<file path="src/rtl/bus_lock_arb_pkg.sv">
package bus_lock_arb_pkg;
  localparam int unsigned SYNC_STAGES_DEF = 2;
endpackage

</file>
<file path="src/rtl/bla_sync.sv">
module bla_sync #(
  parameter int unsigned STAGES = 2
) (
  input  logic clk_i,
  input  logic rst_ni,
  input  logic d_i,
  output logic q_o
);
  logic [STAGES-1:0] sq;

  generate
    if (STAGES == 1) begin : g_one
      always_ff @(posedge clk_i or negedge rst_ni) begin
        if (!rst_ni) sq <= '0;
        else         sq <= d_i;
      end
    end else begin : g_chain
      always_ff @(posedge clk_i or negedge rst_ni) begin
        if (!rst_ni) sq <= '0;
        else         sq <= {sq[STAGES-2:0], d_i};
      end
    end
  endgenerate

  assign q_o = sq[STAGES-1];
endmodule

</file>
<file path="src/rtl/bla_lock_ctrl.sv">
module bla_lock_ctrl (
  input  logic clk_i,
  input  logic rst_ni,
  input  logic lock_prefix_i,
  input  logic cyc_end_i,
  input  logic last_cyc_i,
  input  logic gnt_i,
  input  logic gnt_set_i,
  output logic lock_o,
  output logic lock_pend_o,
  output logic release_o
);
  logic lock_q, lock_pend_q;
  logic want, lock_start;

  assign release_o  = lock_q & cyc_end_i & last_cyc_i;
  assign want       = lock_prefix_i | lock_pend_q;
  // bus owned by another master: keep the prefix until it is returned
  assign lock_start = want & ~gnt_i & ~gnt_set_i;

  always_ff @(posedge clk_i or negedge rst_ni) begin
    if (!rst_ni) begin
      lock_q      <= 1'b0;
      lock_pend_q <= 1'b0;
    end else begin
      if (lock_start)     lock_q <= 1'b1;
      else if (release_o) lock_q <= 1'b0;
      lock_pend_q <= want & ~lock_start;
    end
  end

  assign lock_o      = lock_q;
  assign lock_pend_o = lock_pend_q;

  a_r2_lock_follows_prefix: assert property (@(posedge clk_i) disable iff (!rst_ni)
    lock_prefix_i && !gnt_i && !gnt_set_i |=> lock_q);
  a_r3_lock_held_to_last: assert property (@(posedge clk_i) disable iff (!rst_ni)
    lock_q && !(cyc_end_i && last_cyc_i) |=> lock_q);
  a_r10_prefix_kept: assert property (@(posedge clk_i) disable iff (!rst_ni)
    lock_pend_q && gnt_i |=> lock_pend_q);
endmodule

</file>
<file path="src/rtl/bla_hold_ctrl.sv">
module bla_hold_ctrl (
  input  logic clk_i,
  input  logic rst_ni,
  input  logic req_i,
  input  logic lock_i,
  input  logic lock_pend_i,
  input  logic release_i,
  input  logic cyc_end_i,
  input  logic bus_idle_i,
  output logic gnt_o,
  output logic gnt_set_o,
  output logic float_en_o
);
  logic gnt_q, float_q, pend_q;
  logic boundary, gnt_set, gnt_clr;

  // outside a lock, only at a cycle boundary, and after any deferred prefix
  assign boundary = ~lock_i & ~lock_pend_i & (cyc_end_i | bus_idle_i);
  assign gnt_set  = ~gnt_q & ((release_i & (pend_q | req_i)) | (boundary & req_i));
  assign gnt_clr  = gnt_q & ~req_i;

  always_ff @(posedge clk_i or negedge rst_ni) begin
    if (!rst_ni) begin
      gnt_q   <= 1'b0;
      float_q <= 1'b0;
      pend_q  <= 1'b0;
    end else begin
      if (gnt_set)      gnt_q <= 1'b1;
      else if (gnt_clr) gnt_q <= 1'b0;
      if (gnt_set)      float_q <= 1'b1;
      else if (gnt_clr) float_q <= 1'b0;
      if (gnt_set)                pend_q <= 1'b0;
      else if (lock_i && req_i)   pend_q <= 1'b1;
    end
  end

  assign gnt_o      = gnt_q;
  assign gnt_set_o  = gnt_set;
  assign float_en_o = float_q;

  a_r7_grant_on_boundary: assert property (@(posedge clk_i) disable iff (!rst_ni)
    !gnt_q && !(cyc_end_i || bus_idle_i || release_i) |=> !gnt_q);
  a_r5_no_grant_in_lock: assert property (@(posedge clk_i) disable iff (!rst_ni)
    lock_i && !release_i |=> !gnt_q);
  a_r6_request_recorded: assert property (@(posedge clk_i) disable iff (!rst_ni)
    pend_q && lock_i && !release_i |=> pend_q);
  a_r8_grant_dropped: assert property (@(posedge clk_i) disable iff (!rst_ni)
    gnt_q && !req_i |=> !gnt_q);
  a_r9_float_tracks_grant: assert property (@(posedge clk_i) disable iff (!rst_ni)
    float_q == gnt_q);
endmodule

</file>
<file path="src/rtl/bus_lock_arb.sv">
module bus_lock_arb
  import bus_lock_arb_pkg::*;
#(
  parameter int unsigned SYNC_STAGES = SYNC_STAGES_DEF
) (
  input  logic clk_i,
  input  logic rst_ni,
  input  logic lock_prefix_i,
  input  logic cyc_end_i,
  input  logic last_cyc_i,
  input  logic bus_idle_i,
  input  logic hold_req_i,
  output logic lock_no,
  output logic hold_gnt_o,
  output logic float_en_o
);
  logic req_s, lock_q, lock_pend, release_now, gnt, gnt_set;

  bla_sync #(.STAGES(SYNC_STAGES)) u_sync (
    .clk_i (clk_i),
    .rst_ni(rst_ni),
    .d_i   (hold_req_i),
    .q_o   (req_s)
  );

  bla_lock_ctrl u_lock (
    .clk_i        (clk_i),
    .rst_ni       (rst_ni),
    .lock_prefix_i(lock_prefix_i),
    .cyc_end_i    (cyc_end_i),
    .last_cyc_i   (last_cyc_i),
    .gnt_i        (gnt),
    .gnt_set_i    (gnt_set),
    .lock_o       (lock_q),
    .lock_pend_o  (lock_pend),
    .release_o    (release_now)
  );

  bla_hold_ctrl u_hold (
    .clk_i      (clk_i),
    .rst_ni     (rst_ni),
    .req_i      (req_s),
    .lock_i     (lock_q),
    .lock_pend_i(lock_pend),
    .release_i  (release_now),
    .cyc_end_i  (cyc_end_i),
    .bus_idle_i (bus_idle_i),
    .gnt_o      (gnt),
    .gnt_set_o  (gnt_set),
    .float_en_o (float_en_o)
  );

  assign lock_no    = ~lock_q;
  assign hold_gnt_o = gnt;

  a_r5_lock_grant_exclusive: assert property (@(posedge clk_i) disable iff (!rst_ni)
    !(!lock_no && hold_gnt_o));
endmodule

</file>
<file path="config.mk">
export PLATFORM = sky130hd
export DESIGN_NAME = bus_lock_arb
export DESIGN_NICKNAME = d
export VERILOG_FILES = /design/src/rtl/bus_lock_arb_pkg.sv /design/src/rtl/bla_sync.sv /design/src/rtl/bla_lock_ctrl.sv /design/src/rtl/bla_hold_ctrl.sv /design/src/rtl/bus_lock_arb.sv
export SDC_FILE = /design/constraint.sdc
export NUM_CORES = 1
export LEC_CHECK = 0
export ABC_AREA = 1
export BUFFER_PORTS_ARGS = -buffer_cell sky130_fd_sc_hd__buf_4
export CORE_AREA = 2 2 39 41
export DETAILED_ROUTE_END_ITERATION = 6
export DIE_AREA = 0 0 41 43
export GPL_TIMING_DRIVEN = 1
export SKIP_LAST_GASP = 1
export SYNTH_ARGS = -nofsm -noshare
export SYNTH_HDL_FRONTEND = slang
export SYNTH_SLANG_ARGS = --single-unit
</file>
<file path="constraint.sdc">
create_clock -name clk_i -period 2.9 [get_ports clk_i]
set_clock_uncertainty 0.15 [all_clocks]
set_input_delay 0.435 -clock clk_i [delete_from_list [all_inputs] [get_ports clk_i]]
set_output_delay 0.435 -clock clk_i [all_outputs]
set_load 0.01 [all_outputs]
</file>
### After elaboration in Yosys (flattened, before gate mapping)

Index checks and enable logic that the tools add are counted.

* muxes and demuxes: 6
* bitwise operators: 21
* reductions and logical operators: 4

Operators with widths (count)
* $and A1 B1 Y1: 11
* $mux W1: 6
* $not A1 Y1: 6
* $reduce_bool A2 Y1: 3
* $or A1 B1 Y1: 4
* $logic_and A1 B1 Y1: 1

* bits in registers: 6
* output and inout bits: 3

### Longest topological paths before layout

Gate-level depths: netlist of the first run.

* word-level depth: 10
* gate-level depth with buffers: 6
* mapped depth without buffers: 6

### Hierarchy

Synthesis of the first run repeated with hierarchy kept, for this count alone.

* cell total of the unflattened synthesis: 33
* area total of the unflattened synthesis: 264.0 µm²

By module, submodules not included
* bla_hold_ctrl: times used 1, cells an instance 17, area an instance 115.1 µm², seq. area each 50.0 µm²
* bla_lock_ctrl: times used 1, cells an instance 13, area an instance 95.1 µm², seq. area each 50.0 µm²
* bla_sync: times used 1, cells an instance 2, area an instance 50.0 µm², seq. area each 50.0 µm²
* bus_lock_arb: times used 1, cells an instance 1, area an instance 3.8 µm², seq. area each 0.0 µm²

### Worst setup path before layout of the first run

Ideal clock, no wire load.

* kind: register to output
* start point: register u_hold.gnt_q (netlist: u_hold.gnt_o)
* end point: output port hold_gnt_o
* arrival: 0.578 ns
* required time: 2.315 ns
* setup slack: 1.737 ns
* cell stages (with the launch flop): 2
* path buffers: 1
* cell sequence: dfrtp_1 buf_4

RTL lines
* start, declared: RTL line bla_hold_ctrl.sv:14 `logic gnt_q, float_q, pend_q;`
* start signal, assigned: RTL line bla_hold_ctrl.sv:24 `gnt_q <= 1'b0;`
* start signal, assigned: RTL line bla_hold_ctrl.sv:28 `if (gnt_set) gnt_q <= 1'b1;`
* start signal, assigned: RTL line bla_hold_ctrl.sv:29 `else if (gnt_clr) gnt_q <= 1'b0;`
* end, declared: RTL line bus_lock_arb.sv:14 `output logic hold_gnt_o,`

No word-level cell between the ends.

### Worst setup path after layout of the first run

* start point: register u_lock.lock_q (netlist: u_lock.lock_o)
* end point: output port lock_no

* longest elaborated chain between the ends: 1

RTL lines
* start, declared: RTL line bla_lock_ctrl.sv:13 `logic lock_q, lock_pend_q;`
* start signal, assigned: RTL line bla_lock_ctrl.sv:23 `lock_q <= 1'b0;`
* start signal, assigned: RTL line bla_lock_ctrl.sv:26 `if (lock_start) lock_q <= 1'b1;`
* start signal, assigned: RTL line bla_lock_ctrl.sv:27 `else if (release_o) lock_q <= 1'b0;`
* $not A1 Y1: RTL line bus_lock_arb.sv:53 `assign lock_no = ~lock_q;`
* end, declared: RTL line bus_lock_arb.sv:13 `output logic lock_no,`

Every way passes these cells.

==> results of run 1 <==
==> per-layer routing <==
layer  GRT usage (%)  part of all wire [%]  vias up
li1                -                     -      125
met1            7.33                    44       93
met2            7.81                    44        7
met3            3.14                   9.3        2
met4            8.00                   1.8        0
met5               0                     0        -
==> per-stage QoR <==
step | hold slack, ps | area (sq um)
after global routing | 139 | 389
after detailed placement | 94.0 | 357
after global placement | 92.1 | 357
final | 155 | 389
after CTS | 144 | 389
after floorplan | -10.6 | 277
==> power breakdown <==
group          internal (mW)  switching, mW
Clock                 0.0465         0.0257
Combinational         0.0567         0.0649
Sequential             0.112         0.0216
Total                  0.216          0.112
==> critical path, stage by stage, from the launching register on <==
cell and delay [ps]:
dfrtp_1 390, inv_2 90, buf_4 120
==> state kept, by name (all words and copies together) (netlist names) <==
| signal | flops |
|---|---|
| u_lock.lock_pend_o | 1 |
| u_lock.lock_o | 1 |
| u_hold.gnt_o | 1 |
| u_sync.sq | 2 |
| u_hold.pend_q | 1 |
==> Yosys cell counts, drive strengths merged <==
cell type  number
nand2          10
nand3           2
dfrtp           6
o21ai           1
a21oi           3
nor2            2
buf             1
inv             9
==> path summary, 6_finish.rpt <==
path                                                 from                        end
worst max register to register  u_lock.lock_o$_DFFE_PN0P_  u_lock.lock_o$_DFFE_PN0P_
worst max-delay path            u_lock.lock_o$_DFFE_PN0P_                    lock_no
worst min-delay path                           hold_req_i     u_sync.sq[0]$_DFF_PN0_
min in group asynchronous                          rst_ni     u_sync.sq[1]$_DFF_PN0_
max in group asynchronous                          rst_ni  u_lock.lock_o$_DFFE_PN0P_
worst min register to register     u_sync.sq[0]$_DFF_PN0_     u_sync.sq[1]$_DFF_PN0_
==> kinds of logic (layout without fill, tap and decap cells) <==
kind of cell / Yosys count / after routing
flip-flops: 6 / 6
buffers and inverters: 10 / 22
AO/OA/AOI/OAI: 4 / 4
AND/OR/NAND/NOR: 14 / 14
==> final cells by class <==
type / count / area, sq um / area share, %
Clock buffer: 3 / 22.5 / 5.79
Inverter: 9 / 33.8 / 8.68
Multi-Input combinational cell: 18 / 85.1 / 21.9
Sequential cell: 6 / 150 / 38.6
Tap cell: 16 / 20.0 / 5.14
Timing Repair Buffer: 10 / 77.6 / 19.9
==> metrics.yaml, run 1 <==
status: "complete, no violations"
p_leak_nw: 0.222
die_width_um: 41
yosys_register_bits: 6
synth_area_sq_um: 277
numCtsBuffers: 3
ff2ff_setup_slack_ps: 1830
grt_pass1_wl_um: 696
synth_cell_types: 11
drtPass1Iterations: 2
start_util_pct: 20.0
rsz0062_at_grt: "no"
cp_max_fo: 3
cap_violations: 0
root_buffer: "clkbuf_4"
grt_pass1_vias: 203
hold_depth: 1
syn2layout_area_growth_pct: 40.7
routed_wl_um: 443
r2r_cells: 4
gp_congestion: 0.693
yosysWarnings: 0
yosysTopAreaCell: "dfrtp_1"
yosys.area_share.adder_pct: 0
setup_violations: 0
drcViolationCount: 0
clock-sinks: 6
cts_tree: "done"
synth_compound_area_share_pct: 7.24
slew_headroom_pct: 89.0
post_cts_buffers: 0
synth_mux_area_share_pct: 0
synth_top_family_by_area: "simple AND/OR/NAND/NOR gates"
end_kind: "output pin"
start_kind: "register"
netlist_instances: 34
drive_gt1_share_pct: 32.6
syn-num-nets: 41
min_period_over_period_pct: 49.0
synth_xor_area_share_pct: 0
synth_top_area_share_pct: 54.3
vias: 227
layout_common_cells: "nand2_1 (9), buf_4 (9), inv_1 (8)"
power_density_mw_per_mm2: 842
slew_viol_final: 0
post_drt_via_cell_ratio: 3.66
final_cells: 62
pre_cts_slack_ps: 1680
hold_buffers: 1
critical_path_arrival_ps: 840
hold_viol_final: 0
die-height_um: 43
clk_latency_ps: 230
ys_seq_area_share_pct: 54.3
synthSimpleGateAreaFrac_pct: 23.5
ys_top_cells_by_area: "dfrtp_1 (54%), nand2_1 (12%), inv_1 (11%)"
tightestPinTransition_ps: 163
wl_per_cell_um: 7.15
placedCellCount: 58
h-tree-depth: 1
hold_path.class: "in2reg"
io_buffers: 9
io_pins: 10
antenna_found_initial: 0
syn_avg_cell_area_sq_um: 8.13
grt_max_degree: 7
die_area_sq_mm: 0.00176
track_usage_pct: 6.60
drtIter0Drc: 1
fmaxAchievable_mhz: 703
critPathRequiredTime_ps: 2320
path_class: "reg2out"
ant_nets: 0
fillCellCount: 152
core_area_sq_mm: 0.00138
fin_util_pct: 28.1
ir_drop_mv: 0.305
cts_resized: 0
clk_pin_slew_worst_paths_ps: 40
num_antenna_cells: 0
rows: 14
finalPower_mw: 0.328
tns_ps: 0
clk_path_buf_depth: 2
overflow: 0
layout_min_cycle_time_ps: 1420
worst_slack_ps: 1480
dp_hpwl_um: 387
num-nets-final: 55
(Power assumes the default switching activity.)
==> run 2, diff against run 1 <==
==> constraint.sdc (replaced) <==
create_clock -name clk_i -period 1.2 [get_ports clk_i]
set_clock_uncertainty 0.15 [all_clocks]
set_input_delay 0.18 -clock clk_i [delete_from_list [all_inputs] [get_ports clk_i]]
set_output_delay 0.18 -clock clk_i [all_outputs]
set_load 0.01 [all_outputs]
==> metrics.yaml, run 2 (synthesis results as in run 1) <==
antenna_found_initial: 0
rows: 14
clk_latency_ps: 240
vias: 245
routed_wl_um: 487
clk_path_buf_depth: 2
min_period_over_period_pct: 97.3
slew_viol_final: 0
drtPass1Iterations: 1
critPathRequiredTime_ps: 870
io_pins: 10
largest_reg_flops: 2
overflow: 0
die_width_um: 41
p_leak_nw: 0.227
fillCellCount: 152
gp_congestion: 0.676
grt_pass1_wl_um: 821
path_cells: "inv_2, buf_6"
tns_ps: 0
ff_latch_area_sq_um: 150
hold_ws_ps: 74.7
setup_violations: 0
slowest_delay_ps: 390
pre_cts_slack_ps: 115
drive_gt1_share_pct: 31.9
core_area_sq_mm: 0.00138
die-height_um: 43
fmaxAchievable_mhz: 856
grt_max_degree: 7
end_kind: "output pin"
ir_drop_mv: 0.628
syn2layout_area_growth_pct: 45.7
root_buffer: "clkbuf_4"
multiInputGateArea_sq_um: 85.1
drcViolationCount: 0
io_buffers: 9
cts_tree: "done"
start_kind: "register"
wl_per_cell_um: 7.73
die_area_sq_mm: 0.00176
crit_slowest_cell: "dfrtp_1"
cp_max_fo: 3
start_util_pct: 20.0
status: "complete, no violations"
tightestPinTransition_ps: 153
numCtsBuffers: 3
path_class: "reg2out"
hold_path.class: "in2reg"
num_antenna_cells: 0
regMostFlops: "u_sync.sq"
post_drt_via_cell_ratio: 3.89
critical_path_arrival_ps: 840
final_common_cell: "nand2_1"
grt_pass1_vias: 243
layout_common_cells: "nand2_1 (9), inv_1 (8), buf_4 (8)"
slew_headroom_pct: 89.7
layout_min_cycle_time_ps: 1170
clock-sinks: 6
hold_viol_final: 0
clk_pin_slew_worst_paths_ps: 40
cap_violations: 0
ant_nets: 0
rsz0062_at_grt: "yes"
track_usage_pct: 7.41
drtIter0Drc: 0
worst_slack_ps: 32.3
post_cts_buffers: 0
stdcell_area_sq_um: 403
placed_area_sq_um: 357
power_density_mw_per_mm2: 2010
finalPower_mw: 0.809
num-nets-final: 56
h-tree-depth: 1
==> run 2: changes by cell type in the layout (fill, tap and decap cells not counted) <==
cell / previous run / this run
buf_4: 9 / 8
buf_6: 0 / 1
dlygate4sd3_1: 1 / 2
==> run 2: layout make-up <==
class                      count  share of cell area, %
multi-input combinational     18                   21.1
clock buffer                   3                   5.59
timing repair buffer          11                   22.7
tap                           16                   4.97
inverter                       9                   8.39
sequential                     6                   37.3
==> run 2: through the flow <==
stage               cells  utilization, %
global route           63            29.1
detailed placement     58            25.8
floorplan              34               -
CTS                    63            28.8
finish                 63            29.1
global placement       58            25.8
==> run 2: routing by layer <==
| layer | vias to the layer above | wire [um] | global-route usage [%] |
|---|---|---|---|
| met5 | - | 0 | 0 |
| met4 | 0 | 0 | 6.00 |
| met3 | 0 | 32 | 4.71 |
| met2 | 7 | 258 | 11.6 |
| met1 | 112 | 196 | 6.00 |
| li1 | 126 | - | - |
==> run 2: worst paths after layout <==
check | start | end | slack [ps] | depth (start not counted)
setup / recovery | u_lock.lock_o$_DFFE_PN0P_ | lock_no | 30 | 2
hold / removal | lock_prefix_i | u_lock.lock_pend_o$_DFF_PN0_ | 70 | 5
setup reg to reg | u_lock.lock_o$_DFFE_PN0P_ | u_lock.lock_o$_DFFE_PN0P_ | 130 | 4
hold reg to reg | u_sync.sq[0]$_DFF_PN0_ | u_sync.sq[1]$_DFF_PN0_ | 200 | 0
max in group asynchronous | rst_ni | u_sync.sq[0]$_DFF_PN0_ | 650 | 2
min in group asynchronous | rst_ni | u_hold.pend_q$_DFFE_PN0P_ | 130 | 2
==> run 2: worst max-delay path: cells and delay by family, from the launching register on <==
kind                   cells  cell delay (ps)
flip-flops                 1              390
buffers and inverters      2              210
==> run 2: timing repair <==
item	4_1_cts	5_1_grt
hold endpoints to repair	7	0
gates resized for setup	0	1
hold buffers	2	0
setup endpoints to repair	0	1
==> run 2: where the power goes <==
group | switching (mW) | internal, mW
logic | 0.158 | 0.149
clock network | 0.0665 | 0.113
registers | 0.0515 | 0.272
==> run 3, diff against run 2 <==
==> constraint.sdc (replaced) <==
create_clock -name clk_i -period 1.1 [get_ports clk_i]
set_clock_uncertainty 0.15 [all_clocks]
set_input_delay 0.165 -clock clk_i [delete_from_list [all_inputs] [get_ports clk_i]]
set_output_delay 0.165 -clock clk_i [all_outputs]
set_load 0.01 [all_outputs]
==> metrics.yaml, run 3 (synthesis results as in run 1) <==
ff_latch_area_sq_um: 151
drive_gt1_share_pct: 34.0
syn2layout_area_growth_pct: 48.9
clk_path_buf_depth: 2
slew_viol_final: 0
final_common_cell: "nand2_1"
hold_depth: 5
end_kind: "output pin"
intPower_mw: 0.606
path_buf_inv: 2
slew_headroom_pct: 89.7
largest_reg_flops: 2
r2r-start: "u_lock.lock_o$_DFFE_PN0P_"
hold_path.class: "in2reg"
die_area_sq_mm: 0.00176
numCtsBuffers: 3
layout_common_cells: "nand2_1 (9), inv_1 (8), buf_4 (6)"
crit_slowest_cell: "dfrtp_1"
clock_power_share_pct: 21.4
drtPass1Iterations: 1
status: "complete, but fails checks"
gp_congestion: 0.676
start_kind: "register"
layout_min_cycle_time_ps: 1150
io_pins: 10
critPathTopFamily: "flip-flops"
clk_pin_slew_worst_paths_ps: 40
start_util_pct: 20.0
ir_drop_mv: 0.685
multiInputGateArea_sq_um: 85.1
r2r_end: "u_lock.lock_o$_DFFE_PN0P_"
io_buffers: 9
drtIter0Drc: 0
hold_viol_final: 0
p_leak_nw: 0.227
cp_max_fo: 3
tightestPinTransition_ps: 153
cap_violations: 0
drcViolationCount: 0
setup_violations: 3
antenna_found_initial: 0
clk_latency_ps: 240
root_buffer: "clkbuf_4"
path_cells: "inv_2, buf_6"
vias: 247
grt_pass1_wl_um: 862
ant_nets: 0
overflow: 0
rows: 14
fmaxAchievable_mhz: 868
post_drt_via_cell_ratio: 3.92
core_area_sq_mm: 0.00138
wl_per_cell_um: 7.81
die_width_um: 41
die-height_um: 43
grt_max_degree: 7
critPathRequiredTime_ps: 780
rsz0062_at_grt: "yes"
cts_tree: "done"
switching_power_mw: 0.308
num_antenna_cells: 0
track_usage_pct: 7.72
r2r_cells: 4
min_period_over_period_pct: 105
seqPwrFrac_pct: 39.7
path_class: "reg2out"
fillCellCount: 153
clock-sinks: 6
power_density_mw_per_mm2: 2220
num-nets-final: 56
h-tree-depth: 1
slowest_delay_ps: 390
violations: "negative setup slack"
combPwrFrac_pct: 39.0
p_sw_share_pct: 33.7
routed_wl_um: 492
fin_util_pct: 29.7
regMostFlops: "u_sync.sq"
worst_slack_ps: -52.7
hold_path_end: "u_lock.lock_pend_o$_DFF_PN0_"
min_from: "lock_prefix_i"
pre_cts_slack_ps: 14.9
critical_path_arrival_ps: 840
ff2ff_setup_slack_ps: 30
grt_pass1_vias: 259
## run 3: cell types whose count changed in the layout (fill, tap and decap cells not counted)
cell / delta
dfrtp_1: -1
dfrtp_2: +1
buf_6: +2
buf_4: -2
## run 3: cell type report
| type | instances | area share, % |
|---|---|---|
| sequential | 6 | 36.8 |
| clock buffer | 3 | 5.47 |
| multi-input combinational | 18 | 20.7 |
| timing repair buffer | 11 | 24.0 |
| inverter | 9 | 8.21 |
| tap | 16 | 4.86 |
## run 3: worst max path at each step
| stage | endpoint | depth (start not counted) | startpoint |
|---|---|---|---|
| 4_1_cts | lock_no | 2 | u_lock.lock_o$_DFFE_PN0P_ |
| 6_report | lock_no | 2 | u_lock.lock_o$_DFFE_PN0P_ |
| 2_1_floorplan | u_lock.lock_o$_DFFE_PN0P_ | 5 | u_lock.lock_o$_DFFE_PN0P_ |
| 3_5_place_dp | u_lock.lock_o$_DFFE_PN0P_ | 4 | u_lock.lock_o$_DFFE_PN0P_ |
| 3_3_place_gp | u_lock.lock_o$_DFFE_PN0P_ | 5 | u_lock.lock_o$_DFFE_PN0P_ |
| 5_1_grt | lock_no | 2 | u_lock.lock_o$_DFFE_PN0P_ |
## run 3: power groups by stage
stage | registers [mW] | clock network, mW | logic [mW]
after global placement | 0.356 | 0 | 0.316
after detailed placement | 0.359 | 0 | 0.324
final | 0.363 | 0.195 | 0.356
after floorplan | 0.355 | 0 | 0.208
after CTS | 0.366 | 0.209 | 0.365
after global routing | 0.376 | 0.231 | 0.399
## run 3: through the flow
| step | cell area (sq um) | power, mW | cells | hold slack, ps | TNS (ps) |
|---|---|---|---|---|---|
| final | 412 | 0.914 | 63 | 59.7 | -84.7 |
| after global routing | 412 | 1.01 | 63 | 84.9 | -352 |
| after CTS | 412 | 0.940 | 63 | 55.0 | -138 |
| after detailed placement | 357 | 0.683 | 58 | -175 | 0 |
| after global placement | 357 | 0.673 | 58 | -178 | 0 |
| after floorplan | 277 | 0.563 | 34 | -281 | 0 |
## run 3: routing by layer
metal | part of all wire, % | routed length (um) | track usage, % | vias up
li1 | - | - | - | 126
met1 | 40 | 198 | 6.33 | 114
met2 | 53 | 261 | 12.2 | 7
met3 | 6.5 | 32 | 4.71 | 0
met4 | 0 | 0 | 6.00 | 0
met5 | 0 | 0 | 0 | -
## run 3: worst reg2reg max path: cells and delay by family (launching register included)
family,cells,cell delay [ps]
flops,1,390
simple gates,3,320
compound gates,1,90
## run 3: what timing repair did
action                                  CTS  global route
hold endpoints to repair                  7             0
endpoints found under the setup margin    3             7
hold buffers                              2             0
setup buffers                             0             0
gates resized for setup                   4             0
